`config.mk`:
```
export PLATFORM = sky130hd
export DESIGN_NAME = bam_dimmer
export DESIGN_NICKNAME = d
export VERILOG_FILES = /design/src/rtl/bam_sequencer.sv /design/src/rtl/bam_regbank.sv /design/src/rtl/bam_outstage.sv /design/src/rtl/bam_dimmer.sv
export SDC_FILE = /design/constraint.sdc
export NUM_CORES = 1
export LEC_CHECK = 0
export CAP_MARGIN = 20
export CORE_MARGIN = 2
export CORE_UTILIZATION = 58
export CTS_CLUSTER_SIZE = 24
export DETAILED_ROUTE_END_ITERATION = 12
export GPL_TIMING_DRIVEN = 0
export PLACE_DENSITY_LB_ADDON = 0.15
export SYNTH_ARGS = -nofsm -noshare
export SYNTH_HDL_FRONTEND = slang
export SYNTH_SLANG_ARGS = --single-unit
export TNS_END_PERCENT = 30
```
`constraint.sdc`:
```
create_clock -name clk -period 2.3 [get_ports clk]
set_input_delay 0.345 -clock clk [delete_from_list [all_inputs] [get_ports clk]]
set_output_delay 0.345 -clock clk [all_outputs]
set_load 0.01 [all_outputs]
```
`src/rtl/bam_sequencer.sv`:
```
// State counter: steps 0..NUM_BITS-1 on each advance pulse and wraps to 0.
// Assumes advance is a one-clock pulse; the pulse source sets slot timing.
module bam_sequencer #(
    parameter int NUM_BITS = 8,
    localparam int STATE_W = (NUM_BITS > 1) ? $clog2(NUM_BITS) : 1
) (
    input  logic               clk,
    input  logic               rst_n,
    input  logic               advance,
    output logic [STATE_W-1:0] state,
    output logic [STATE_W-1:0] state_nxt
);
    localparam logic [STATE_W-1:0] LAST = STATE_W'(NUM_BITS - 1);

    // Successor state with wrap from the MSB state back to the LSB state.
    always_comb begin
        state_nxt = (state == LAST) ? '0 : state + 1'b1;
    end

    // Hold the current state; move on only when a pulse arrives.
    always_ff @(posedge clk) begin
        if (!rst_n)       state <= '0;
        else if (advance) state <= state_nxt;
    end
endmodule

```
`src/rtl/bam_regbank.sv`:
```
// Transposed brightness storage: word k holds every output's level in state k.
// Assumes wr_addr values at or above NUM_BITS are to be ignored.
module bam_regbank #(
    parameter int NUM_OUT  = 8,
    parameter int NUM_BITS = 8,
    parameter int ADDR_W   = 4
) (
    input  logic                         clk,
    input  logic                         rst_n,
    input  logic                         wr_en,
    input  logic [ADDR_W-1:0]            wr_addr,
    input  logic [NUM_OUT-1:0]           wr_data,
    output logic [NUM_BITS*NUM_OUT-1:0]  bank_flat
);
    genvar k;
    generate
        for (k = 0; k < NUM_BITS; k++) begin : g_word
            logic [NUM_OUT-1:0] word_q;
            logic               hit;

            // Decode a write aimed at this word.
            always_comb begin
                hit = wr_en && (wr_addr == ADDR_W'(k));
            end

            // Store the word; cleared by reset.
            always_ff @(posedge clk) begin
                if (!rst_n)   word_q <= '0;
                else if (hit) word_q <= wr_data;
            end

            assign bank_flat[k*NUM_OUT +: NUM_OUT] = word_q;
        end
    endgenerate
endmodule

```
`src/rtl/bam_outstage.sv`:
```
// Output register: on each advance, latches the word of the state being entered.
// Assumes state_nxt is the successor state and is valid in the advance cycle.
module bam_outstage #(
    parameter int NUM_OUT  = 8,
    parameter int NUM_BITS = 8,
    localparam int STATE_W = (NUM_BITS > 1) ? $clog2(NUM_BITS) : 1
) (
    input  logic                         clk,
    input  logic                         rst_n,
    input  logic                         advance,
    input  logic [STATE_W-1:0]           state_nxt,
    input  logic [NUM_BITS*NUM_OUT-1:0]  bank_flat,
    output logic [NUM_OUT-1:0]           led
);
    logic [NUM_OUT-1:0] word_sel;

    // Pick the word that belongs to the upcoming state.
    always_comb begin
        word_sel = bank_flat[state_nxt*NUM_OUT +: NUM_OUT];
    end

    // Update the LED levels only at a state boundary.
    always_ff @(posedge clk) begin
        if (!rst_n)       led <= '0;
        else if (advance) led <= word_sel;
    end
endmodule

```
`src/rtl/bam_dimmer.sv`:
```
// Top level: eight-output binary-weighted dimmer with transposed storage.
// Assumes an external source spaces the advance pulses 2^k slots apart in state k.
module bam_dimmer #(
    parameter int NUM_OUT  = 8,
    parameter int NUM_BITS = 8,
    parameter int ADDR_W   = 4,
    localparam int STATE_W = (NUM_BITS > 1) ? $clog2(NUM_BITS) : 1
) (
    input  logic               clk,
    input  logic               rst_n,
    input  logic               advance,
    input  logic               wr_en,
    input  logic [ADDR_W-1:0]  wr_addr,
    input  logic [NUM_OUT-1:0] wr_data,
    output logic [NUM_OUT-1:0] led
);
    logic [STATE_W-1:0]          state_q;
    logic [STATE_W-1:0]          next_state;
    logic [NUM_BITS*NUM_OUT-1:0] bank_flat;

    bam_sequencer #(.NUM_BITS(NUM_BITS)) u_seq (
        .clk       (clk),
        .rst_n     (rst_n),
        .advance   (advance),
        .state     (state_q),
        .state_nxt (next_state)
    );

    bam_regbank #(.NUM_OUT(NUM_OUT), .NUM_BITS(NUM_BITS), .ADDR_W(ADDR_W)) u_bank (
        .clk       (clk),
        .rst_n     (rst_n),
        .wr_en     (wr_en),
        .wr_addr   (wr_addr),
        .wr_data   (wr_data),
        .bank_flat (bank_flat)
    );

    bam_outstage #(.NUM_OUT(NUM_OUT), .NUM_BITS(NUM_BITS)) u_out (
        .clk       (clk),
        .rst_n     (rst_n),
        .advance   (advance),
        .state_nxt (next_state),
        .bank_flat (bank_flat),
        .led       (led)
    );
endmodule

```
# After elaboration in Yosys (flattened, before gate mapping)
# Cells that the tools add are included.
[word_totals] register_bits=75 elab_cells=30 out_inout_bits=8 in_bits=16
[op_classes] muxes=1 reduce_logical=9 n_shift=1 add_sub_neg=1 n_eq_ne=8
[ops] op="$shiftx A64 B7 Y8" count=1
[ops] op="$eq A4 B3 Y1 const B" count=4
[ops] op="$eq A4 B2 Y1 const B" count=2
[ops] op="$logic_and A1 B1 Y1" count=8
[ops] op="$eq A4 B1 Y1 const B" count=1
[ops] op="$logic_not A4 Y1" count=1
[ops] op="$add A3 B1 Y3 const B" count=1
[ops] op="$eq A3 B3 Y1 const B" count=1
[ops] op="$mux W3" count=1

# Logic depth before layout (Yosys ltp)
# Gate-level depths: netlist of the first run.
[depth] word_depth=3 mapped_depth=7 depth_no_buf=6

# Modules after synthesis
# From an unflattened synthesis of the first run, not the netlist that was laid out.
[hier_totals] hier_cells=321 area_unflattened_um2=3329.4
[by_module_without_submodules] module="bam_regbank" seq_area_each_um2=1281.2 n_inst=1 area_per_inst_um2=2392.3 cells_per_inst=226
[by_module_without_submodules] module="bam_outstage" seq_area_each_um2=160.2 n_inst=1 area_per_inst_um2=789.5 cells_per_inst=82
[by_module_without_submodules] module="bam_sequencer" seq_area_each_um2=60.1 n_inst=1 area_per_inst_um2=147.6 cells_per_inst=13

# Worst setup path after synthesis of the first run
# No wires, ideal clock.
[synth_timing] kind="register -> register" startpoint="register u_seq.state[0]" endpoint="register u_out.led[6]" slack_ns=0.284 path_stages_with_launch=8 arrival_time_ns=1.896 path_cell_list="dfxtp_1 > ha_1 > ha_1 > nor2_4 > buf_12 > mux4_2 > a221oi_2 > nor2b_1"
[synth_via] elab_chain_cells=3 word_cells_on_any_way=4 cone_classes="add/sub (1); eq/ne (1); shift (1); mux (1)"
[synth_rtl] element="from (decl)" line="bam_sequencer.sv:10" text="output logic [STATE_W-1:0] state,"
[synth_rtl] element="from (signal assigned)" line="bam_sequencer.sv:23" text="else if (advance) state <= state_nxt;"
[synth_rtl] element="$add A3 B1 Y3 / $eq A3 B3 Y1 (equally long branches)" line="bam_sequencer.sv:17" text="state_nxt = (state == LAST) ? '0 : state + 1'b1;"
[synth_rtl] element="$mux W3 *" line="bam_sequencer.sv:17"
[synth_rtl] element="$shiftx A64 B7 Y8 *" line="bam_outstage.sv:19" text="word_sel = bank_flat[state_nxt*NUM_OUT +: NUM_OUT];"
[synth_rtl] element="to (signal assigned)" line="bam_outstage.sv:25" text="else if (advance) led <= word_sel;"
[synth_rtl] element="to (decl)" line="bam_outstage.sv:13" text="output logic [NUM_OUT-1:0] led"
# Every way passes the cells marked *; elsewhere a longest branch is shown, timed or not.
# A chain may end at the register's enable or synchronous reset.

# Final worst setup path of the first run
[layout_timing] startpoint="register u_seq.state[0]" endpoint="register u_out.led[2]"
# Same word-level chain as after synthesis.

==> impl_metrics.toml, run 1 <==
[job]
maxCapViolCount = 0

[synth]
synth_top_area_cell = "dfxtp_1"
synthCells = 314
synth.area.top_cells = "dfxtp_1, mux2i_1, nor2b_1, mux4_1, mux4_2"
synth_top_area_share_pct = 43.7
synth.avg_cell_area_um2 = 10.9
synth_nets = 332
ys_warn_count = 0
synth_area_um2 = 3440
yosys_register_bits = 75
synth_cell_types = 28
yosysSeqAreaShare_pct = 43.7

[routing]
antenna_left = 0
routed_wl_mm = 7.46
dr.pass1.iters = 4
vias_per_cell = 5.56
vias = 2345
drtIter0Drc = 93
route.detailed.drc = 0
wl_per_cell_um = 17.7

[clocking]
cts_root_buffer = "clkbuf_8"
numCtsBuffers = 9
clock_latency_ps = 340
postCtsHoldBufs = 0
clk_pin_slew_ps = 70
htree_num_levels = 3
tritoncts = "done"
clockBufferDepth = 2
clock_sinks = 75

[timing]
final.setup_skew_ps = 3.96
fmax_ghz = 0.457
period_minus_slack_ps = 2190
hold_viol_final = 0
setup_viol = 0
max-slew-margin-rel_pct = 53.7
grt_setup_unrepaired = "no"
setup_tns_ps = 0
tightest_slew_ps = 692
timing.final.ws_setup_ps = 113
min_period_over_period_pct = 95.1
drv_slew = 0

[floorplanning]
rows = 28
start_util_pct = 59.1
io_pins = 24
die_height_um = 81.0
die_w_um = 81.0
die_area_um2 = 6560
core_um2 = 5820

[placement]
io_buffer_count = 14
place.gp.congestion = 0.763
postPlaceCellArea_um2 = 3670
place.detailed.hpwl_mm = 5.02
pre_cts_ws_ps = -58.3

[worst_setup_path]
crit_required_ps = 2530
timing.critical_path.fanout_max = 10
rr_worst_depth = 8
r2r_end = "u_out.led[2]$_SDFFE_PN0P_"
regToRegSetupSlack_ps = 110
crit_arrival_ps = 2420
end_kind = "register"
endpoint = "u_out.led[2]$_SDFFE_PN0P_"
r2r_start = "u_seq.state[0]$_SDFFE_PN0P_"
path_class = "register to register"
worstSetupStartpointType = "register"
startpoint = "u_seq.state[0]$_SDFFE_PN0P_"

[global_routing]
grt_util_all_layers_pct = 25.2
grt_max_degree = 12
grt-ovfl-total = 0
antenna_found_initial = 0
grt_pass1_vias = 2283
grt_pass1_wl_mm = 11.9

[pwr]
p_per_area_nw_per_um2 = 665
leakage_nw = 1.51
vdd_ir_drop_max_mv = 0.459

[status]
status = "finished, final reports clean"

[finish]
drive_above_1_share_pct = 12.1
stdcell_area_um2 = 3890
final_common_cell = "dfxtp_1"
nNetsFinal = 361
syn_to_final_growth_pct = 13.4
antenna-diode-count = 0
fillers = 499
utilization_pct = 67.0
layout_common_cells = "dfxtp_1, nor2b_1, mux2i_1, nand2_1, clkbuf_1"

[min_path]
hold_class = "input port to register"
-- layer usage --
metal,GRT usage [%],vias to the layer above,wire [µm]
li1,-,1154,-
met1,33.0,1133,3560
met2,41.7,47,3560
met3,5.00,11,241
met4,8.47,0,104
met5,0,-,0
-- worst max-delay path: stages, from the launching register on --
cell	delay [ps]
dfxtp_1	360
ha_1	220
ha_1	210
nor2_4	170
buf_4	150
buf_12	130
mux4_2	530
a221oi_2	240
nor2b_1	70
-- layout make-up --
type                            instances  area (µm²)  area share, %
Buffer                                 30         146           3.76
Inverter                                1        3.75         0.0964
Multi-Input combinational cell        208        1790           45.8
Clock buffer                           13         159           4.08
Sequential cell                        75        1500           38.5
Tap cell                               75        93.8           2.41
Timing Repair Buffer                   18         170           4.37
Clock inverter                          2        35.0          0.899
-- synth_stat cells (all sizes together) --
cell type,instances
a21boi,17
a221oi,7
and2,1
and3,1
buf,13
clkbuf,17
dfxtp,75
ha,2
inv,1
mux2i,50
mux4,16
nand2,19
nand2b,2
nand3,8
nand3b,3
nor2,4
nor2b,65
nor3b,3
o21ai,9
o22ai,1
-- where the power goes --
group	internal (mW)	total (mW)	switching (mW)
logic	0.114	0.247	0.133
clock network	0.554	1.01	0.461
registers	1.32	1.33	0.0109
-- how the worst min path moves through the flow --
| stage | end | slack, ps | depth (start not counted) | startpoint |
|---|---|---|---|---|
| 2_1_floorplan | u_bank.g_word[0].word_q[0]$_SDFFE_PN0P_ | 430 | 2 | u_bank.g_word[0].word_q[0]$_SDFFE_PN0P_ |
| 3_3_place_gp | u_bank.g_word[0].word_q[6]$_SDFFE_PN0P_ | 440 | 2 | u_bank.g_word[0].word_q[6]$_SDFFE_PN0P_ |
| 3_5_place_dp | u_bank.g_word[0].word_q[2]$_SDFFE_PN0P_ | 440 | 2 | u_bank.g_word[0].word_q[2]$_SDFFE_PN0P_ |
| 4_1_cts | u_bank.g_word[7].word_q[7]$_SDFFE_PN0P_ | 380 | 3 | wr_data[7] |
| 5_1_grt | u_bank.g_word[7].word_q[7]$_SDFFE_PN0P_ | 390 | 3 | wr_data[7] |
| 6_report | u_bank.g_word[7].word_q[7]$_SDFFE_PN0P_ | 380 | 3 | wr_data[7] |
-- through the flow --
stage	instances	hold WS (ps)	total power [mW]
2_1_floorplan	314	431	1.52
3_3_place_gp	403	438	1.59
3_5_place_dp	403	445	1.60
4_1_cts	418	382	2.58
5_1_grt	422	394	2.68
6_report	422	380	2.59
-- cell families (layout without fill, tap and decap cells) --
logic type,count (synthesis),in the layout,share of synthesized area [%]
AND/OR/NAND/NOR,106,106,17.8
flip-flops,75,75,43.7
multiplexers,66,66,25.9
AO/OA/AOI/OAI,34,34,7.54
buffers and inverters,31,64,4.33
adder cells (fa/ha/maj),2,2,0.728
-- flip-flops by register name, indices dropped and copies added, names as in the netlist --
register and count:
u_bank.g_word.word_q 64, u_out.led 8, u_seq.state 3
-- what timing repair did --
action | 4_1_cts | 5_1_grt
buffers inserted | 0 | 4
resized for setup | 1 | 0
endpoints found under the setup margin | 5 | 7
pin swaps | 0 | 1
cloned | 0 | 0
Note: power is estimated with default switching activity, not from simulation.
==> run 2, diff against run 1 <==
CORE_UTILIZATION = 59   (was 58)
DONT_BUFFER_PORTS = 1   (was not set)
==> run 2 against run 1 <==
Net effect: power grew 7.3%; clock-buffer cell count shrank 2; final cell count is 4.3% lower; combinational power fell by 8%; setup slack improved by 6.8 ps; routed wire length increased by 0.46%; clock power is 21% higher; flip-flop and latch count did not move; critical path type unchanged.
==> impl_metrics.toml, run 2 (synthesized netlist as in run 1, its figures left out) <==
[status]
status = "finished, final reports clean"

[timing]
holdWs_ps = 290
min_period_over_period_pct = 94.8
drv_slew = 0
fmax_ghz = 0.459
hold_viol_final = 0
grt_setup_unrepaired = "no"
tightest_slew_ps = 733
setup_viol = 0
final.setup_skew_ps = 6.20
period_minus_slack_ps = 2180
max-slew-margin-rel_pct = 50.9

[floorplanning]
die_height_um = 80.3
die_w_um = 80.3
core_um2 = 5570
rows = 27
io_pins = 24
start_util_pct = 61.6
die_area_um2 = 6450

[finish]
layout_common_cells = "dfxtp_1, nor2b_1, mux2i_1, nand2_1, clkbuf_1"
largest_reg_flops = 64
utilization_pct = 68.1
antenna-diode-count = 0
nNetsFinal = 345
drive_above_1_share_pct = 12.7
top_register = "u_bank.g_word.word_q"
fillers = 444
syn_to_final_growth_pct = 10.5
final_common_cell = "dfxtp_1"
biggestRegsByFlops = "u_bank.g_word.word_q (64), u_out.led (8), u_seq.state (3)"

[global_routing]
grt_pass1_wl_mm = 12.2
grt-ovfl-total = 0
antenna_found_initial = 0
grt_max_degree = 13
grt_util_all_layers_pct = 25.9
grt_pass1_vias = 2362

[clocking]
clk_pin_slew_ps = 80
htree_num_levels = 3
clock_latency_ps = 340
numCtsBuffers = 9
cts_root_buffer = "clkbuf_8"
clockBufferDepth = 2
clock_sinks = 75
tritoncts = "done"
postCtsHoldBufs = 0

[worst_setup_path]
crit_arrival_ps = 2420
path_class = "register to register"
worstSetupStartpointType = "register"
timing.critical_path.fanout_max = 5
end_kind = "register"
crit_required_ps = 2540

[pwr]
switching_share_pct = 22.1
vdd_ir_drop_max_mv = 0.528
seq_power_share_pct = 47.8
switching_power_mw = 0.614
leakage_nw = 1.48
combPwrFrac_pct = 8.2
p_int_mw = 2.17
p_per_area_nw_per_um2 = 732
p_clk_share_pct = 44.0

[placement]
io_buffer_count = 0
place.detailed.hpwl_mm = 5.08
place.gp.congestion = 0.768

[min_path]
hold_class = "input port to register"

[routing]
route.detailed.drc = 0
antenna_left = 0
vias = 2301
drtIter0Drc = 111
vias_per_cell = 5.70
routed_wl_mm = 7.50
dr.pass1.iters = 4
wl_per_cell_um = 18.6

[job]
maxCapViolCount = 0
==> run 2: cell count changes in the layout (fill, tap and decap cells not counted) <==
cell             delta
buf_12              +1
buf_4               -3
bufinv_16           +2
clkbuf_1            -1
clkbuf_8            -1
clkdlybuf4s50_1    -14
clkinv_2            +1
==> run 2: stage by stage <==
step           cells  worst slack [ps]  cell area [µm²]  TNS [ps]  total power, mW
5_1_grt          404              53.8             3800         0             2.88
6_report         404               120             3800         0             2.78
2_1_floorplan    314               284             3440         0             1.52
3_5_place_dp     386             -39.9             3530     -97.7             1.58
3_3_place_gp     386             -32.2             3530     -41.3             1.58
4_1_cts          402              23.5             3770         0             2.78
==> run 2: layer usage <==
metal	GRT usage, %	vias to the layer above	part of all wire, %
met4	9.15	0	1.8
met5	0	-	0
met3	6.52	12	6.4
met1	34.4	1100	45
li1	-	1131	-
met2	41.2	58	46
==> run 2: repair_timing <==
action | CTS | global route
buffers inserted | 0 | 2
endpoints found under the hold margin | 0 | 0
pin swaps | 0 | 1
endpoints found under the setup margin | 4 | 4
resized for setup | 1 | 0
==> run 2: worst max-delay path, stage by stage, from the launching register on <==
cell	delay, ps
dfxtp_1	360
ha_1	210
ha_1	210
nor2_4	150
buf_4	190
mux4_1	600
a221oi_2	290
nor2b_1	70
==> run 2: worst paths after layout <==
path                                           start  slack, ps                                       to  cells past startpoint
min                                          advance        290                u_out.led[7]$_SDFFE_PN0P_                      3
max                      u_seq.state[0]$_SDFFE_PN0P_        120                u_out.led[2]$_SDFFE_PN0P_                      7
max reg2reg              u_seq.state[0]$_SDFFE_PN0P_        120                u_out.led[2]$_SDFFE_PN0P_                      7
min reg2reg  u_bank.g_word[0].word_q[5]$_SDFFE_PN0P_        460  u_bank.g_word[0].word_q[5]$_SDFFE_PN0P_                      2
==> run 2: area by class of cell <==
cell class	instances	area [µm²]	share of cell area [%]
sequential	75	1500	39.6
clock inverter	5	100	2.64
tap	72	90.1	2.37
multi-input combinational	208	1790	47.0
timing repair buffer	2	27.5	0.725
clock buffer	11	141	3.72
buffer	30	146	3.86
inverter	1	3.75	0.0989
==> run 2: power groups by stage <==
stage	Combinational (mW)	Sequential [mW]	Clock, mW
finish	0.228	1.33	1.22
global placement	0.217	1.36	0
global route	0.245	1.33	1.30
floorplan	0.166	1.36	0
detailed placement	0.219	1.36	0
CTS	0.220	1.33	1.23
==> run 3, diff against run 2 <==
HOLD_SLACK_MARGIN = 0.05   (was not set)
==> results of run 3 <==
No change in the layout: final DEF, timing and power equal those of run 2.
